===== config.mk =====
export PLATFORM = sky130hd
export DESIGN_NAME = pcmFormatConv
export DESIGN_NICKNAME = d
export VERILOG_FILES = /design/src/rtl/pcmFmtPkg.sv /design/src/rtl/pcmExpander.sv /design/src/rtl/pcmCompressor.sv /design/src/rtl/pcmConvCtrl.sv /design/src/rtl/pcmConvPath.sv /design/src/rtl/pcmFormatConv.sv
export SDC_FILE = /design/constraint.sdc
export NUM_CORES = 1
export LEC_CHECK = 0
export BUFFER_PORTS_ARGS = -buffer_cell sky130_fd_sc_hd__buf_4
export CAP_MARGIN = 20
export CORE_ASPECT_RATIO = 1.1
export CORE_MARGIN = 1.5
export CORE_UTILIZATION = 30
export CTS_CLUSTER_DIAMETER = 40
export DETAILED_ROUTE_END_ITERATION = 10
export GPL_TIMING_DRIVEN = 0
export PLACE_DENSITY = 0.57
export SLEW_MARGIN = 0
export SYNTH_ARGS = -nofsm -noshare
export SYNTH_HDL_FRONTEND = slang
export SYNTH_SLANG_ARGS = --single-unit

===== constraint.sdc =====
create_clock -name clk -period 0.83 [get_ports clk]
set_input_delay 0.083 -clock clk [delete_from_list [all_inputs] [get_ports clk]]
set_output_delay 0.083 -clock clk [all_outputs]
set_load 0.01 [all_outputs]

===== src/rtl/pcmFmtPkg.sv =====
package pcmFmtPkg;
  typedef enum logic [1:0] {
    FMT_LIN16 = 2'd0,
    FMT_UNS8  = 2'd1,
    FMT_MULAW = 2'd2,
    FMT_ALAW  = 2'd3
  } sampleFmt_e;

  // Strobes from control to datapath
  typedef struct packed {
    logic capRx;
    logic capTx;
  } convStrobe_t;
endpackage


===== src/rtl/pcmExpander.sv =====
module pcmExpander
  import pcmFmtPkg::*;
#(
  parameter int FIELD_W = 16,
  parameter int CODE_W  = 8
) (
  input  sampleFmt_e         fmt,
  input  logic [FIELD_W-1:0] field,
  output logic [FIELD_W-1:0] lin
);
  localparam int MU_W   = 14;
  localparam int A_W    = 13;
  localparam int A_MW   = A_W - 1;
  localparam int MU_PAD = FIELD_W - MU_W;
  localparam int A_PAD  = FIELD_W - A_W;
  localparam int LO_W   = FIELD_W - CODE_W;

  logic [CODE_W-1:0] code;
  logic [CODE_W-1:0] muRaw;
  logic [CODE_W-1:0] aRaw;
  logic [2:0]        muSeg, aSeg;
  logic [3:0]        muMant, aMant;
  logic [MU_W-1:0]   muBase, muMag, muVal;
  logic [A_MW-1:0]   aBase, aMag;
  logic [A_W-1:0]    aVal;

  assign code = field[FIELD_W-1 -: CODE_W];

  // mu-law: bits inverted, biased segment decode
  always_comb begin
    muRaw  = ~code;
    muSeg  = muRaw[6:4];
    muMant = muRaw[3:0];
    muBase = MU_W'({muMant, 1'b0}) + MU_W'(33);
    muMag  = (muBase << muSeg) - MU_W'(33);
    muVal  = muRaw[7] ? (~muMag + MU_W'(1)) : muMag;
  end

  // A-law: even bits toggled, linear first segment
  always_comb begin
    aRaw  = code ^ 8'h55;
    aSeg  = aRaw[6:4];
    aMant = aRaw[3:0];
    aBase = A_MW'({aMant, 1'b0}) + A_MW'(33);
    if (aSeg == 3'd0) aMag = A_MW'({aMant, 1'b1});
    else              aMag = aBase << (aSeg - 3'd1);
    aVal = aRaw[7] ? {1'b0, aMag} : (~{1'b0, aMag} + A_W'(1));
  end

  always_comb begin
    case (fmt)
      FMT_LIN16: lin = field;
      FMT_UNS8:  lin = {~code[CODE_W-1], code[CODE_W-2:0], {LO_W{1'b0}}};
      FMT_MULAW: lin = {muVal, {MU_PAD{1'b0}}};
      default:   lin = {aVal, {A_PAD{1'b0}}};
    endcase
  end
endmodule


===== src/rtl/pcmCompressor.sv =====
module pcmCompressor
  import pcmFmtPkg::*;
#(
  parameter int FIELD_W = 16,
  parameter int CODE_W  = 8
) (
  input  sampleFmt_e         fmt,
  input  logic [FIELD_W-1:0] lin,
  output logic [FIELD_W-1:0] field
);
  localparam int MU_W    = 14;
  localparam int A_W     = 13;
  localparam int MU_CW   = MU_W - 1;
  localparam int A_MW    = A_W - 1;
  localparam int LO_W    = FIELD_W - CODE_W;
  localparam int MU_CLIP = (1 << MU_CW) - 1;
  localparam int A_CLIP  = (1 << A_MW) - 1;

  logic [MU_W-1:0]  xMu;
  logic [A_W-1:0]   xA;
  logic             muNeg, aNeg;
  logic [MU_W:0]    muMag, muBiased;
  logic [MU_CW-1:0] muClip;
  logic [A_W-1:0]   aMagW;
  logic [A_MW-1:0]  aClip;
  logic [2:0]       muSeg, aSeg;
  logic [3:0]       muMant, aMant;
  logic [CODE_W-1:0] muCode, aCode, uCode;

  assign xMu = lin[FIELD_W-1 -: MU_W];
  assign xA  = lin[FIELD_W-1 -: A_W];

  // mu-law encoder
  always_comb begin
    muNeg    = xMu[MU_W-1];
    muMag    = muNeg ? ({1'b0, ~xMu} + (MU_W+1)'(1)) : {1'b0, xMu};
    muBiased = muMag + (MU_W+1)'(33);
    muClip   = (muBiased > (MU_W+1)'(MU_CLIP)) ? MU_CW'(MU_CLIP) : muBiased[MU_CW-1:0];
    muSeg    = 3'd0;
    for (int i = 1; i < 8; i++) begin
      if (muClip[i+5]) muSeg = 3'(i);
    end
    muMant = 4'(muClip >> (4'(muSeg) + 4'd1));
    muCode = ~{muNeg, muSeg, muMant};
  end

  // A-law encoder
  always_comb begin
    aNeg  = xA[A_W-1];
    aMagW = aNeg ? (~xA + A_W'(1)) : xA;
    aClip = (aMagW > A_W'(A_CLIP)) ? A_MW'(A_CLIP) : aMagW[A_MW-1:0];
    aSeg  = 3'd0;
    for (int i = 1; i < 8; i++) begin
      if (aClip[i+4]) aSeg = 3'(i);
    end
    if (aSeg == 3'd0) aMant = aClip[4:1];
    else              aMant = 4'(aClip >> aSeg);
    aCode = {~aNeg, aSeg, aMant} ^ 8'h55;
  end

  assign uCode = {~lin[FIELD_W-1], lin[FIELD_W-2 -: CODE_W-1]};

  always_comb begin
    case (fmt)
      FMT_LIN16: field = lin;
      FMT_UNS8:  field = {uCode, {LO_W{1'b0}}};
      FMT_MULAW: field = {muCode, {LO_W{1'b0}}};
      default:   field = {aCode, {LO_W{1'b0}}};
    endcase
  end
endmodule


===== src/rtl/pcmConvCtrl.sv =====
module pcmConvCtrl
  import pcmFmtPkg::*;
(
  input  logic        clk,
  input  logic        rstN,
  input  logic        rxValid,
  input  logic        txValid,
  output convStrobe_t strobe,
  output logic        expandValid,
  output logic        compressValid
);
  always_comb begin
    strobe.capRx = rxValid;
    strobe.capTx = txValid;
  end

  always_ff @(posedge clk or negedge rstN) begin
    if (!rstN) begin
      expandValid   <= 1'b0;
      compressValid <= 1'b0;
    end else begin
      expandValid   <= rxValid;
      compressValid <= txValid;
    end
  end
endmodule


===== src/rtl/pcmConvPath.sv =====
module pcmConvPath
  import pcmFmtPkg::*;
#(
  parameter int FIELD_W = 16,
  parameter int CODE_W  = 8
) (
  input  logic               clk,
  input  logic               rstN,
  input  sampleFmt_e         fmt,
  input  convStrobe_t        strobe,
  input  logic [FIELD_W-1:0] rxField,
  input  logic [FIELD_W-1:0] txLinear,
  output logic [FIELD_W-1:0] expandLinear,
  output logic [FIELD_W-1:0] compressField
);
  logic [FIELD_W-1:0] expNext, cmpNext;

  pcmExpander #(.FIELD_W(FIELD_W), .CODE_W(CODE_W)) uExp (
    .fmt(fmt), .field(rxField), .lin(expNext)
  );

  pcmCompressor #(.FIELD_W(FIELD_W), .CODE_W(CODE_W)) uCmp (
    .fmt(fmt), .lin(txLinear), .field(cmpNext)
  );

  always_ff @(posedge clk or negedge rstN) begin
    if (!rstN) begin
      expandLinear  <= '0;
      compressField <= '0;
    end else begin
      if (strobe.capRx) expandLinear  <= expNext;
      if (strobe.capTx) compressField <= cmpNext;
    end
  end
endmodule


===== src/rtl/pcmFormatConv.sv =====
module pcmFormatConv
  import pcmFmtPkg::*;
#(
  parameter int FIELD_W = 16,
  parameter int CODE_W  = 8
) (
  input  logic               clk,
  input  logic               rstN,
  input  logic [1:0]         fmtSel,
  input  logic               rxValid,
  input  logic [FIELD_W-1:0] rxField,
  input  logic               txValid,
  input  logic [FIELD_W-1:0] txLinear,
  output logic               expandValid,
  output logic [FIELD_W-1:0] expandLinear,
  output logic               compressValid,
  output logic [FIELD_W-1:0] compressField
);
  convStrobe_t strobe;

  pcmConvCtrl uCtrl (
    .clk(clk), .rstN(rstN), .rxValid(rxValid), .txValid(txValid),
    .strobe(strobe), .expandValid(expandValid), .compressValid(compressValid)
  );

  pcmConvPath #(.FIELD_W(FIELD_W), .CODE_W(CODE_W)) uPath (
    .clk(clk), .rstN(rstN), .fmt(sampleFmt_e'(fmtSel)), .strobe(strobe),
    .rxField(rxField), .txLinear(txLinear),
    .expandLinear(expandLinear), .compressField(compressField)
  );
endmodule


# Yosys cells after proc, flatten, opt, wreduce, memory -nomap -nowiden
# Index checks and enable logic that the tools add are counted.
dict set report op_classes {
  addsub 10
  mul 0
  div_mod_pow 0
  magnitude_cmp 2
  eq_ne 2
  shift 4
  n_mux 24
  n_bitwise 10
  reduce_logical 3
}
# operator count
set ops {}
lappend ops {{$pmux 16 s3} 2}
lappend ops {{$mux 13} 3}
lappend ops {{$mux 3} 12}
lappend ops {{$not 14->14} 2}
lappend ops {{$add 13x1->13 const B} 2}
lappend ops {{$mux 12} 2}
lappend ops {{$not 8->8} 2}
lappend ops {{$add 14x1->15 const B} 1}
lappend ops {{$add 15x6->15 const B} 1}
lappend ops {{$gt 15x13->1 const B} 1}
lappend ops {{$mux 15} 1}
lappend ops {{$add 14x1->14 const B} 1}
lappend ops {{$add 5x6->7 const B} 2}
lappend ops {{$mux 14} 1}
lappend ops {{$shl 7x3->14} 1}
lappend ops {{$sub 14x6->14 const B} 1}
lappend ops {{$gt 13x12->1 const B} 1}
lappend ops {{$not 12->13} 1}
lappend ops {{$not 13->13} 1}
lappend ops {{$shr 13x4->4} 1}
lappend ops {{$shl 7x3->12} 1}
lappend ops {{$shr 12x3->4} 1}
lappend ops {{$not 4->4} 2}
lappend ops {{$logic_not 3->1} 2}
lappend ops {{8 further kinds} 10}
dict set report totals {
  register_bits 34
  latch_bits 0
  ram_bits 0
  mem_bits_ro 0
  output_inout_bits 34
  elab_cells 59
  mem_count 0
}

# Longest topological paths before layout
dict set report logic_depth {
  ltp_word 17
  ltp_mapped 20
  depth_no_buf 17
}

# Hierarchy
# From an unflattened synthesis, not the netlist that was laid out.
dict set report unflattened {
  hier_cells 707
  hier_area_um2 5799.3
}
# mod instances cells_each area_each_um2
set by_module_without_submodules {}
lappend by_module_without_submodules {pcmCompressor 1 324 2426.1}
lappend by_module_without_submodules {pcmExpander 1 311 2009.4}
lappend by_module_without_submodules {pcmConvPath 1 68 1298.7}
lappend by_module_without_submodules {pcmConvCtrl 1 4 65.1}

# Worst setup path after synthesis
# Ideal clock, no wire load.
dict set report synth_timing {
  path_kind {input port to flip-flop}
  startpoint {input rxField[13]}
  endpoint {register uPath.expandLinear[12]}
  setup_ns 0.134
  arrival_ns 3.432
  slack_ns -2.736
  cell_stages 15
  cell_sequence {clkbuf_1 clkbuf_1 inv_1 ha_1 clkbuf_1 or3b_2 o211ai_1 mux2i_1 a21oi_1 o21ai_0 o31ai_1 o21ai_0 xnor2_1 a211oi_1 o22ai_1}
}
dict set report synth_between {
  elab_chain_len 7
}
# element line
set synth_rtl {}
lappend synth_rtl {{start: declaration} pcmFormatConv.sv:11} ;# input logic [FIELD_W-1:0] rxField,
lappend synth_rtl {{$not 8->8 or $sub 3x1->3 (tied branches)} {pcmExpander.sv:31, pcmExpander.sv:46}}
lappend synth_rtl {{$shl 7x3->14 or $shl 7x3->12 (tied branches)} {pcmExpander.sv:35, pcmExpander.sv:46}}
lappend synth_rtl {{$sub 14x6->14 or $mux 12 (tied branches)} {pcmExpander.sv:35, pcmExpander.sv:45}}
lappend synth_rtl {{$not 14->14 or $not 12->13 (tied branches)} {pcmExpander.sv:36, pcmExpander.sv:47}}
lappend synth_rtl {{$add 14x1->14 or $add 13x1->13 (tied branches)} {pcmExpander.sv:36, pcmExpander.sv:47}}
lappend synth_rtl {{$mux 14 or $mux 13 (tied branches)} {pcmExpander.sv:36, pcmExpander.sv:47}}
lappend synth_rtl {{$pmux 16 s3 (*)} pcmExpander.sv:51} ;# case (fmt)
lappend synth_rtl {{end signal: assignment} pcmConvPath.sv:31} ;# if (strobe.capRx) expandLinear <= expNext;
lappend synth_rtl {{end: declaration} pcmConvPath.sv:13} ;# output logic [FIELD_W-1:0] expandLinear,
# Mark *: on every way between the ends. The rest lies on a longest branch, timed or not.
# A chain may end at the register's enable or synchronous reset.

# Final worst setup path
dict set report layout_timing {
  startpoint {input txLinear[6]}
  endpoint {register uPath.compressField[10]}
}
dict set report layout_between {
  elab_chain_len 17
}
# element line
set layout_rtl {}
lappend layout_rtl {{start: declaration} pcmFormatConv.sv:13} ;# input logic [FIELD_W-1:0] txLinear,
lappend layout_rtl {{$not 14->14} pcmCompressor.sv:36} ;# muMag = muNeg ? ({1'b0, ~xMu} + (MU_W+1)'(1)) : {1'b0, xMu};
lappend layout_rtl {{$add 14x1->15} pcmCompressor.sv:36}
lappend layout_rtl {{$mux 15} pcmCompressor.sv:36}
lappend layout_rtl {{$add 15x6->15} pcmCompressor.sv:37} ;# muBiased = muMag + (MU_W+1)'(33);
lappend layout_rtl {{$gt 15x13->1} pcmCompressor.sv:38} ;# muClip = (muBiased > (MU_W+1)'(MU_CLIP)) ? MU_CW'(MU_CLIP) : muBiased[MU_CW-1:0];
lappend layout_rtl {{$mux 13} pcmCompressor.sv:38}
lappend layout_rtl {{$mux 1} pcmCompressor.sv:41} ;# if (muClip[i+5]) muSeg = 3'(i);
lappend layout_rtl {{$mux 3 (6 in series)} pcmCompressor.sv:41}
lappend layout_rtl {{$add 3x1->4} pcmCompressor.sv:43} ;# muMant = 4'(muClip >> (4'(muSeg) + 4'd1));
lappend layout_rtl {{$shr 13x4->4} pcmCompressor.sv:43}
lappend layout_rtl {{$not 8->8} pcmCompressor.sv:44} ;# muCode = ~{muNeg, muSeg, muMant};
lappend layout_rtl {{$pmux 16 s3 (*)} pcmCompressor.sv:64} ;# case (fmt)
lappend layout_rtl {{end signal: assignment} pcmConvPath.sv:32} ;# if (strobe.capTx) compressField <= cmpNext;
lappend layout_rtl {{end: declaration} pcmConvPath.sv:14} ;# output logic [FIELD_W-1:0] compressField
# Marked as above.

==> flow_metrics.py <==
metrics = {
    "critical_path": {
        "critPathMaxFanout": 8,
        "worst_path_largest_cell_delay_ns": 0.60,
        "cp-start-kind": "input pin",
        "crit_top_cell": "sky130_fd_sc_hd__xor2_4",
        "worst-setup-path-type": "input pin to register",
        "critical_path_required_ns": 1.03,
        "critical_path.cell_chain": "buf_8, or4_4, o41ai_4, xor2_4, or2_4, buf_4, nor2_2, nand2_4, xor2_4, and3_4, mux2i_2, nand3_1, a41oi_2",
        "timing.critical_path.to_type": "register",
        "cp.arrival_ns": 3.15,
        "cp_slowest_cell": "sky130_fd_sc_hd__or4_4",
    },
    "global_route": {
        "wire_length_of_the_first_global_routing_pass_um": 30500,
        "global_route.overflow_total": 0,
        "grt_start_max_net_pins": 35,
        "globalRouteTotalUtil_pct": 21.2,
        "vias_in_the_first_global_route": 5861,
        "antenna_violations_before_repair": 0,
    },
    "drt": {
        "detailedRoute.firstPassIterationCount": 5,
        "via_count": 6091,
        "totalWireLength_um": 19500,
        "drt.antenna.violating_nets": 0,
        "remaining_drc_errors": 0,
        "route.detailed.wl_per_inst_um": 18.1,
        "drt_first_iter_violations": 366,
        "viasPerCell": 5.65,
    },
    "logic_synthesis": {
        "synth-edff-count": 0,
        "netlist-cell-type-count": 82,
        "syn_nets": 768,
        "synth-main-ff-cell": "sky130_fd_sc_hd__dfrtp_1",
        "synth.cell_area_mm2": 0.00507,
        "post_synth_inst_count": 717,
        "synth.yosys.warnings": 0,
        "ys_async_sr_fraction_pct": 100,
        "synth.yosys.seq_area_share_pct": 16.8,
        "synth_seq_cells": 34,
        "syn_area_per_cell_um2": 7.07,
    },
    "finish": {
        "share_of_cells_above_drive_strength_1_pct": 41.8,
        "layout.cells.most_common": "sky130_fd_sc_hd__buf_4",
        "commonest_cells_after_routing_fill_and_taps_aside": "sky130_fd_sc_hd__buf_4, sky130_fd_sc_hd__nand2_1, sky130_fd_sc_hd__nor2_1",
        "nets": 925,
        "final.fill_count": 1587,
        "antennaDiodeCount": 0,
        "syn_to_final_growth_pct": 61.9,
    },
    "clocking": {
        "tritoncts_clock_tree": "built",
        "cts_inserted_buffers": 5,
        "clk_path_buf_depth": 2,
        "htree_num_levels": 2,
        "clock_latency_ns": 0.28,
        "cts_num_sinks": 34,
        "cts.clk_slew.worst_paths_ns": 0.05,
        "clock-root-buffer": "sky130_fd_sc_hd__clkbuf_16",
    },
    "sta": {
        "max_freq_mhz": 339,
        "timing.hold.ws_ns": 0.0481,
        "post-route-period-util_pct": 356,
        "setup_violations": 56,
        "drv_slew": 0,
        "tns_ns": -38.48,
        "fin_crit_ns": 2.95,
        "final.setup_skew_ns": 0,
        "hold_viol_final": 0,
        "final.setup.worst_slack_ns": -2.12,
        "grt_setup_unrepaired": "true",
        "worst-slew-pin-transition_ns": 0.695,
        "maxSlewHeadroom_pct": 53.3,
    },
    "floorplanning": {
        "top_level_ports": 72,
        "core_box_area_mm2": 0.0164,
        "chip_width_um": 127,
        "die_h_um": 139,
        "row_count": 49,
        "floorplan.initialDensity_pct": 30.8,
        "die_area_mm2": 0.0177,
    },
    "status": {
        "run_status": "finished, violations left",
        "failed_checks": "negative setup slack",
    },
    "power": {
        "total_power_of_the_final_layout_mw": 9.44,
        "power-per-cell-area_mw_per_mm2": 1150,
        "cellLeakagePower_nw": 3.29,
        "vdd.ir_drop.worst_uv": 875,
    },
    "placement": {
        "preCtsSetupSlack_ns": -2.90,
        "port-buffer-count": 61,
        "finalWeightedCongestion": 0.912,
        "dp_hpwl_um": 13900,
    },
    "flow_run": {
        "cap_viol_max_count": 0,
    },
    "min_path": {
        "hold_path.class": "input pin to register",
    },
}
worst max-delay path: cells and delay by family:
family / cells / cell delay (ns)
XOR/XNOR: 2 / 0.42
AO/OA/AOI/OAI: 2 / 0.64
AND/OR/NAND/NOR: 6 / 1.52
buffers and inverters: 2 / 0.25
multiplexers: 1 / 0.26
report_power, final:
group / leakage, nW / switching (mW) / internal (mW)
sequential: 0.417 / 0.154 / 1.85
combinational: 2.80 / 2.94 / 2.63
clock: 0.0739 / 0.686 / 1.19
total: 3.29 / 3.78 / 5.66
flip-flops by register name (all words and copies together), names as in the netlist:
| name | cells |
|---|---|
| uPath.compressField | 16 |
| uCtrl.expandValid | 1 |
| uCtrl.compressValid | 1 |
| uPath.expandLinear | 16 |
cell usage after synthesis, drive strengths merged (10+ instances only):
library cell | number | share of area [%]
a211oi | 15 | 2.3
a21oi | 54 | 5.3
a31oi | 13 | 1.9
and2 | 12 | 1.5
buf | 11 | 1.3
clkbuf | 42 | 3.1
dfrtp | 34 | 17
ha | 13 | 3.2
inv | 34 | 2.5
mux2i | 19 | 3.8
nand2 | 68 | 5.1
nand2b | 14 | 1.7
nand3 | 27 | 2.7
nor2 | 69 | 5.1
nor3 | 21 | 2.4
o211ai | 18 | 2.8
o21ai | 65 | 6.4
o22ai | 12 | 1.5
o31ai | 10 | 1.8
xnor2 | 27 | 4.8
xor2 | 20 | 3.8
through the flow:
stage	area (µm²)	instances	util, %
after detailed placement	6360	982	38.7
after floorplan	5650	717	-
after global routing	8210	1079	49.9
after global placement	6360	982	38.7
after CTS	7640	1051	46.5
final	8210	1079	49.9
layout make-up:
type / count / area [µm²] / area share (%)
clock buffer: 7 / 143 / 1.74
multi-input combinational: 596 / 4880 / 59.5
buffer: 49 / 526 / 6.40
tap: 204 / 255 / 3.11
sequential: 34 / 851 / 10.4
inverter: 34 / 153 / 1.86
clock inverter: 1 / 5.00 / 0.0610
timing repair buffer: 154 / 1390 / 17.0
metal layers:
layer  GRT usage, %  routed length [µm]  vias up
met5              0                   0        -
met4           7.54                 418        0
met3           2.04                 618       25
met2           38.1               10200      147
met1           26.1                8290     2988
li1               -                   -     2931
kinds of logic (layout without fill, tap and decap cells):
group | count (synthesis) | count (layout) | share of synthesized area, %
AND/OR/NAND/NOR | 262 | 262 | 25.6
AO/OA/AOI/OAI | 244 | 244 | 32.2
buffers and inverters | 87 | 245 | 6.96
XOR/XNOR | 47 | 47 | 8.57
flip-flops | 34 | 34 | 16.8
multiplexers | 30 | 30 | 6.64
adder cells (fa/ha/maj) | 13 | 13 | 3.21
timing repair:
action,CTS,global route
buffers inserted,60,30
hold endpoints to repair,36,0
pin swaps,62,58
hold buffers,3,0
gates resized for setup,149,83
setup endpoints to repair,66,66
final timing paths:
check | start | cells after the start | end | slack (ns)
worst max-delay path | txLinear[6] | 13 | uPath.compressField[10] | -2.12
worst min register to register | uPath.compressField[12] | 1 | uPath.compressField[12] | 0.53
min in group asynchronous | rstN | 2 | uCtrl.compressValid | 0.29
worst min-delay path | txLinear[1] | 3 | uPath.compressField[1] | 0.05
worst max register to register | uPath.compressField[9] | 4 | uPath.compressField[9] | -0.11
max in group asynchronous | rstN | 2 | uPath.expandLinear[7] | 0.20
Power figures use the tool's default switching activity.
